## src/rtl/pinc_pkg.sv

```systemverilog
package pinc_pkg;
    // pin positions on the input vector
    localparam int PIN_TB     = 0;
    localparam int PIN_EXT    = 1;
    localparam int PIN_SMI    = 2;
    localparam int PIN_MCK    = 3;
    localparam int PIN_STOP_N = 4;
    localparam int PIN_HRST_N = 5;
    localparam int PIN_SRST   = 6;
    localparam int PIN_DEF    = 7;   // number of defined pins

    // pending vector layout
    localparam int PEND_W  = 4;
    localparam int PND_EXT = 0;
    localparam int PND_SMI = 1;
    localparam int PND_MCK = 2;
    localparam int PND_RST = 3;

    typedef enum logic [1:0] {
        CORE_RUN   = 2'd0,
        CORE_HALT  = 2'd1,
        CORE_RESET = 2'd2
    } core_state_e;

    // which pin feeds a pending bit
    function automatic int pend_src_pin(input int b);
        case (b)
            PND_EXT: return PIN_EXT;
            PND_SMI: return PIN_SMI;
            PND_MCK: return PIN_MCK;
            default: return PIN_SRST;
        endcase
    endfunction

    // pending bit set by a falling edge instead of following a level
    function automatic bit pend_is_edge(input int b);
        return b == PND_MCK;
    endfunction

    // pins whose idle level is high
    function automatic bit pin_idles_high(input int p);
        return (p == PIN_MCK) || (p == PIN_STOP_N) || (p == PIN_HRST_N);
    endfunction
endpackage

```

## src/rtl/pinc_edge.sv

```systemverilog
module pinc_edge #(
    parameter int          W    = 8,
    parameter logic [W-1:0] IDLE = '0
) (
    input  logic         clk,
    input  logic         rst_n,
    input  logic [W-1:0] lvl,
    output logic [W-1:0] chg
);
    logic [W-1:0] rec_q;

    // every pin, defined or not, has its level recorded
    always_ff @(posedge clk) begin
        if (!rst_n) rec_q <= IDLE;
        else        rec_q <= lvl;
    end

    assign chg = lvl ^ rec_q;
endmodule

```

## src/rtl/pinc_pend.sv

```systemverilog
module pinc_pend
    import pinc_pkg::*;
(
    input  logic              clk,
    input  logic              rst_n,
    input  logic [PEND_W-1:0] evt_lvl,
    input  logic [PEND_W-1:0] evt_chg,
    input  logic [PEND_W-1:0] clr,
    output logic [PEND_W-1:0] pend_q,
    output logic              irq_q
);
    logic [PEND_W-1:0] pend_nxt;

    for (genvar b = 0; b < PEND_W; b++) begin : g_bit
        if (pend_is_edge(b)) begin : g_fall
            // falling edge sets; otherwise hold unless cleared
            assign pend_nxt[b] = (evt_chg[b] & ~evt_lvl[b]) | (pend_q[b] & ~clr[b]);
        end else begin : g_level
            // a level change overrides the clear
            assign pend_nxt[b] = evt_chg[b] ? evt_lvl[b] : (pend_q[b] & ~clr[b]);
        end
    end

    always_ff @(posedge clk) begin
        if (!rst_n) begin
            pend_q <= '0;
            irq_q  <= 1'b0;
        end else begin
            pend_q <= pend_nxt;
            irq_q  <= |pend_nxt;
        end
    end
endmodule

```

## src/rtl/pinc_core_fsm.sv

```systemverilog
module pinc_core_fsm
    import pinc_pkg::*;
(
    input  logic clk,
    input  logic rst_n,
    input  logic stop_chg,
    input  logic stop_lvl,
    input  logic hrst_chg,
    input  logic hrst_lvl,
    output logic halt,
    output logic rst_req
);
    core_state_e st_q, st_nxt;
    logic hrst_fall, hrst_rise, stop_fall;

    assign hrst_fall = hrst_chg & ~hrst_lvl;
    assign hrst_rise = hrst_chg &  hrst_lvl;
    assign stop_fall = stop_chg & ~stop_lvl;

    always_comb begin
        st_nxt = st_q;
        unique case (st_q)
            CORE_RUN: begin
                if (hrst_fall)      st_nxt = CORE_RESET;
                else if (stop_fall) st_nxt = CORE_HALT;
            end
            CORE_HALT: begin
                if (hrst_fall) st_nxt = CORE_RESET;
            end
            CORE_RESET: begin
                if (hrst_rise) st_nxt = CORE_RUN;
            end
            default: st_nxt = CORE_RUN;
        endcase
    end

    always_ff @(posedge clk) begin
        if (!rst_n) st_q <= CORE_RUN;
        else        st_q <= st_nxt;
    end

    always_comb begin
        halt    = 1'b0;
        rst_req = 1'b0;
        unique case (st_q)
            CORE_HALT:  halt    = 1'b1;
            CORE_RESET: rst_req = 1'b1;
            default: ;
        endcase
    end
endmodule

```

## src/rtl/irq_pin_conditioner.sv

```systemverilog
module irq_pin_conditioner
    import pinc_pkg::*;
#(
    parameter int NUM_PINS = 8
) (
    input  logic                clk,
    input  logic                rst_n,
    input  logic [NUM_PINS-1:0] pin_lvl,
    input  logic [PEND_W-1:0]   pend_clr,
    output logic [PEND_W-1:0]   pend,
    output logic                irq_req,
    output logic                tb_run,
    output logic                core_halt,
    output logic                core_rst
);
    function automatic logic [NUM_PINS-1:0] idle_levels();
        logic [NUM_PINS-1:0] v;
        for (int p = 0; p < NUM_PINS; p++) v[p] = pin_idles_high(p);
        return v;
    endfunction

    localparam logic [NUM_PINS-1:0] REC_IDLE = idle_levels();

    logic [NUM_PINS-1:0] chg;
    logic [PEND_W-1:0]   evt_lvl, evt_chg;

    pinc_edge #(.W(NUM_PINS), .IDLE(REC_IDLE)) edge_i (
        .clk(clk), .rst_n(rst_n), .lvl(pin_lvl), .chg(chg)
    );

    for (genvar b = 0; b < PEND_W; b++) begin : g_route
        assign evt_lvl[b] = pin_lvl[pend_src_pin(b)];
        assign evt_chg[b] = chg[pend_src_pin(b)];
    end

    if (NUM_PINS > PIN_DEF) begin : g_spare
        // spare pins are recorded but drive nothing
        logic unused_spare;
        assign unused_spare = ^{chg[NUM_PINS-1:PIN_DEF], pin_lvl[NUM_PINS-1:PIN_DEF]};
    end

    pinc_pend pend_i (
        .clk(clk), .rst_n(rst_n), .evt_lvl(evt_lvl), .evt_chg(evt_chg),
        .clr(pend_clr), .pend_q(pend), .irq_q(irq_req)
    );

    pinc_core_fsm fsm_i (
        .clk(clk), .rst_n(rst_n),
        .stop_chg(chg[PIN_STOP_N]), .stop_lvl(pin_lvl[PIN_STOP_N]),
        .hrst_chg(chg[PIN_HRST_N]), .hrst_lvl(pin_lvl[PIN_HRST_N]),
        .halt(core_halt), .rst_req(core_rst)
    );

    always_ff @(posedge clk) begin
        if (!rst_n)            tb_run <= 1'b0;
        else if (chg[PIN_TB])  tb_run <= pin_lvl[PIN_TB];
    end
endmodule

```

## config.mk

```make
export PLATFORM = sky130hd
export DESIGN_NAME = irq_pin_conditioner
export DESIGN_NICKNAME = d
export VERILOG_FILES = /design/src/rtl/pinc_pkg.sv /design/src/rtl/pinc_edge.sv /design/src/rtl/pinc_pend.sv /design/src/rtl/pinc_core_fsm.sv /design/src/rtl/irq_pin_conditioner.sv
export SDC_FILE = /design/constraint.sdc
export NUM_CORES = 1
export LEC_CHECK = 0
export BUFFER_PORTS_ARGS = -buffer_cell sky130_fd_sc_hd__buf_2
export CORE_MARGIN = 4
export CORE_UTILIZATION = 45
export DETAILED_ROUTE_END_ITERATION = 7
export GPL_TIMING_DRIVEN = 0
export PLACE_DENSITY = 0.79
export SLEW_MARGIN = 30
export SYNTH_ARGS = -nofsm -noshare
export SYNTH_HDL_FRONTEND = slang
export SYNTH_HIERARCHICAL = 1
export SYNTH_SLANG_ARGS = --single-unit
```

## constraint.sdc

```tcl
create_clock -name clk -period 1.2 [get_ports clk]
set_input_delay 0.24 -clock clk [delete_from_list [all_inputs] [get_ports clk]]
set_output_delay 0.24 -clock clk [all_outputs]
set_load 0.02 [all_outputs]
```

==> run metrics <==
dpl ws 0.1543 ns; Top Layer Used met4; post-detail-place hpwl 679.7 microns; Buffers on Ports 20; clk slew on worst S/H paths 0.09 ns; TritonCTS clock tree done; crit-path max FO 4; GPL Wtd Cong 0.6788; WP data required 0.96 ns; Relative slew margins 0.8508; crit path time final 1.156 ns; Setup WS post-layout 0.04378 ns; initial DRC count 4; largest net degree at the start of global routing 12; CP startpoint kind register; Mapped Area 559.3 sq um; Post-route DRC 0; number of global-route vias before repair 385; share of layout cells above drive strength 1 0.3418; Detailed Routing Iterations Pass 1 4; DR WL met2 453 microns; status completed; Synth Warn # 6; Setup Fix Bufs, Post-CTS 0; crit share post-route 0.9635; Crit Path Category reg2out; M1 WL 425 microns; GR Overflow Total 0; vias 438; measured slew at the worst slew-check pin 0.2238 ns; HP Class in2reg; fin. max-slew vios 0; FP Rows 12; Avg Inst Size Synth 10.17 sq um; Nets 94; routed length on met3 68 microns; Synthesized Nets 69; GRT Total Usage 0.1125; Final setup violation count 0; core area 1141 sq um; H-tree depth reported by CTS 1; Fin Clk Skew 0.004110 ns; leakage 0.3454 nW; pwr dens 1378 nW/um^2; Chip Height 43.26 microns; CTS Root Cell clkbuf_4; clk sinks 15; worst vdd ir 0.7384 mV; remaining antenna violation count after routing 0; initial core utilization 0.4901; initial antenna violation count 0; Post-CTS Hold Buffers 0; Fill cells 115; CTS max path bufs 2; WL/cell 10.37 microns; first-pass GRT wire length 1.511 mm; f_max 864.9 MHz; data arrival time of the critical path 0.92 ns; Die X 43.26 microns; DIE AREA 1871 sq um; max-cap violation count 0; # IOs 22; RSZ-0062 raised after global routing true; antenna cells 0; final wirelength 964 microns; post-synthesis cell count 55; Fin. Hold Viols 0; CTS buffer count 3; worst-skew pair later-pin latency 0.28 ns; Area Overhead vs Synth 27.29%; setup TNS 0 ns; Critical Path End Type output pin; average via count per standard cell 4.710
## per-stage QoR
stage / hold WS, ns / util / power (mW) / instance area, sq um / cells
3_3_place_gp: 0.4644 / 0.5932 / 0.7057 / 676.9 / 89
3_5_place_dp: 0.4745 / 0.5932 / 0.7089 / 676.9 / 89
2_1_floorplan: 0.3130 / - / 0.6493 / 559.3 / 55
6_report: 0.1859 / 0.6239 / 0.9812 / 711.9 / 93
5_1_grt: 0.1780 / 0.6239 / 1.044 / 711.9 / 93
4_1_cts: 0.1728 / 0.6217 / 1.001 / 709.4 / 93
## what timing repair did
action	4_1_cts	5_1_grt
setup endpoints to repair	2	2
resized for setup	3	2
pin swaps	0	1
## registers in the layout, indices dropped and copies added, names as in the netlist
name / flops
edge_i/rec_q: 7
fsm_i/st_q: 2
tb_run: 1
pend_i/irq_q: 1
pend_i/pend_q: 4
## layer usage
metal  track usage  vias up
met5             0        -
met2        0.1622       13
met4       0.07229        0
met1        0.1323      193
met3       0.05085        4
li1              -      228
## layout by cell type, fill, tap and decap left out, drive strengths merged, types with 2 or more instances in the layout
cell type,n
and2,4
buf,20
nor2,5
nor3b,3
inv,4
nor2b,3
dfxtp,15
nand2,2
xor2,7
nand2b,3
a21oi,3
o2111a,2
clkbuf,3
## layout make-up
| class | count | area [sq um] | share of cell area |
|---|---|---|---|
| sequential | 15 | 302.8 | 0.4253 |
| multi-input combinational | 36 | 244.0 | 0.3427 |
| timing repair buffer | 20 | 105.1 | 0.1476 |
| clock buffer | 3 | 22.52 | 0.03163 |
| tap | 14 | 17.52 | 0.02460 |
| inverter | 4 | 15.01 | 0.02109 |
| clock inverter | 1 | 5.005 | 0.007030 |
## worst max-delay path, cell delays in order (launching register included)
cell and delay (ns):
dfxtp_2 0.36, inv_2 0.04, nor2_1 0.09, buf_4 0.15
## power by group
| group | switching, mW | internal (mW) | total (mW) |
|---|---|---|---|
| Combinational | 0.0836 | 0.0709 | 0.155 |
| Sequential | 0.0165 | 0.532 | 0.549 |
| Clock | 0.154 | 0.124 | 0.278 |
## path summary, 6_finish.rpt
check	startpoint	end	slack, ns	depth (start not counted)
worst max-delay path	fsm_i/st_q[1]	core_rst	0.04	3
worst min-delay path	pin_lvl[3]	edge_i/rec_q[3]	0.19	2
worst max register to register	edge_i/rec_q[1]	pend_i/irq_q	0.15	4
worst min register to register	pend_i/pend_q[2]	pend_i/pend_q[2]	0.53	2
Power figures use the tool's default switching activity.
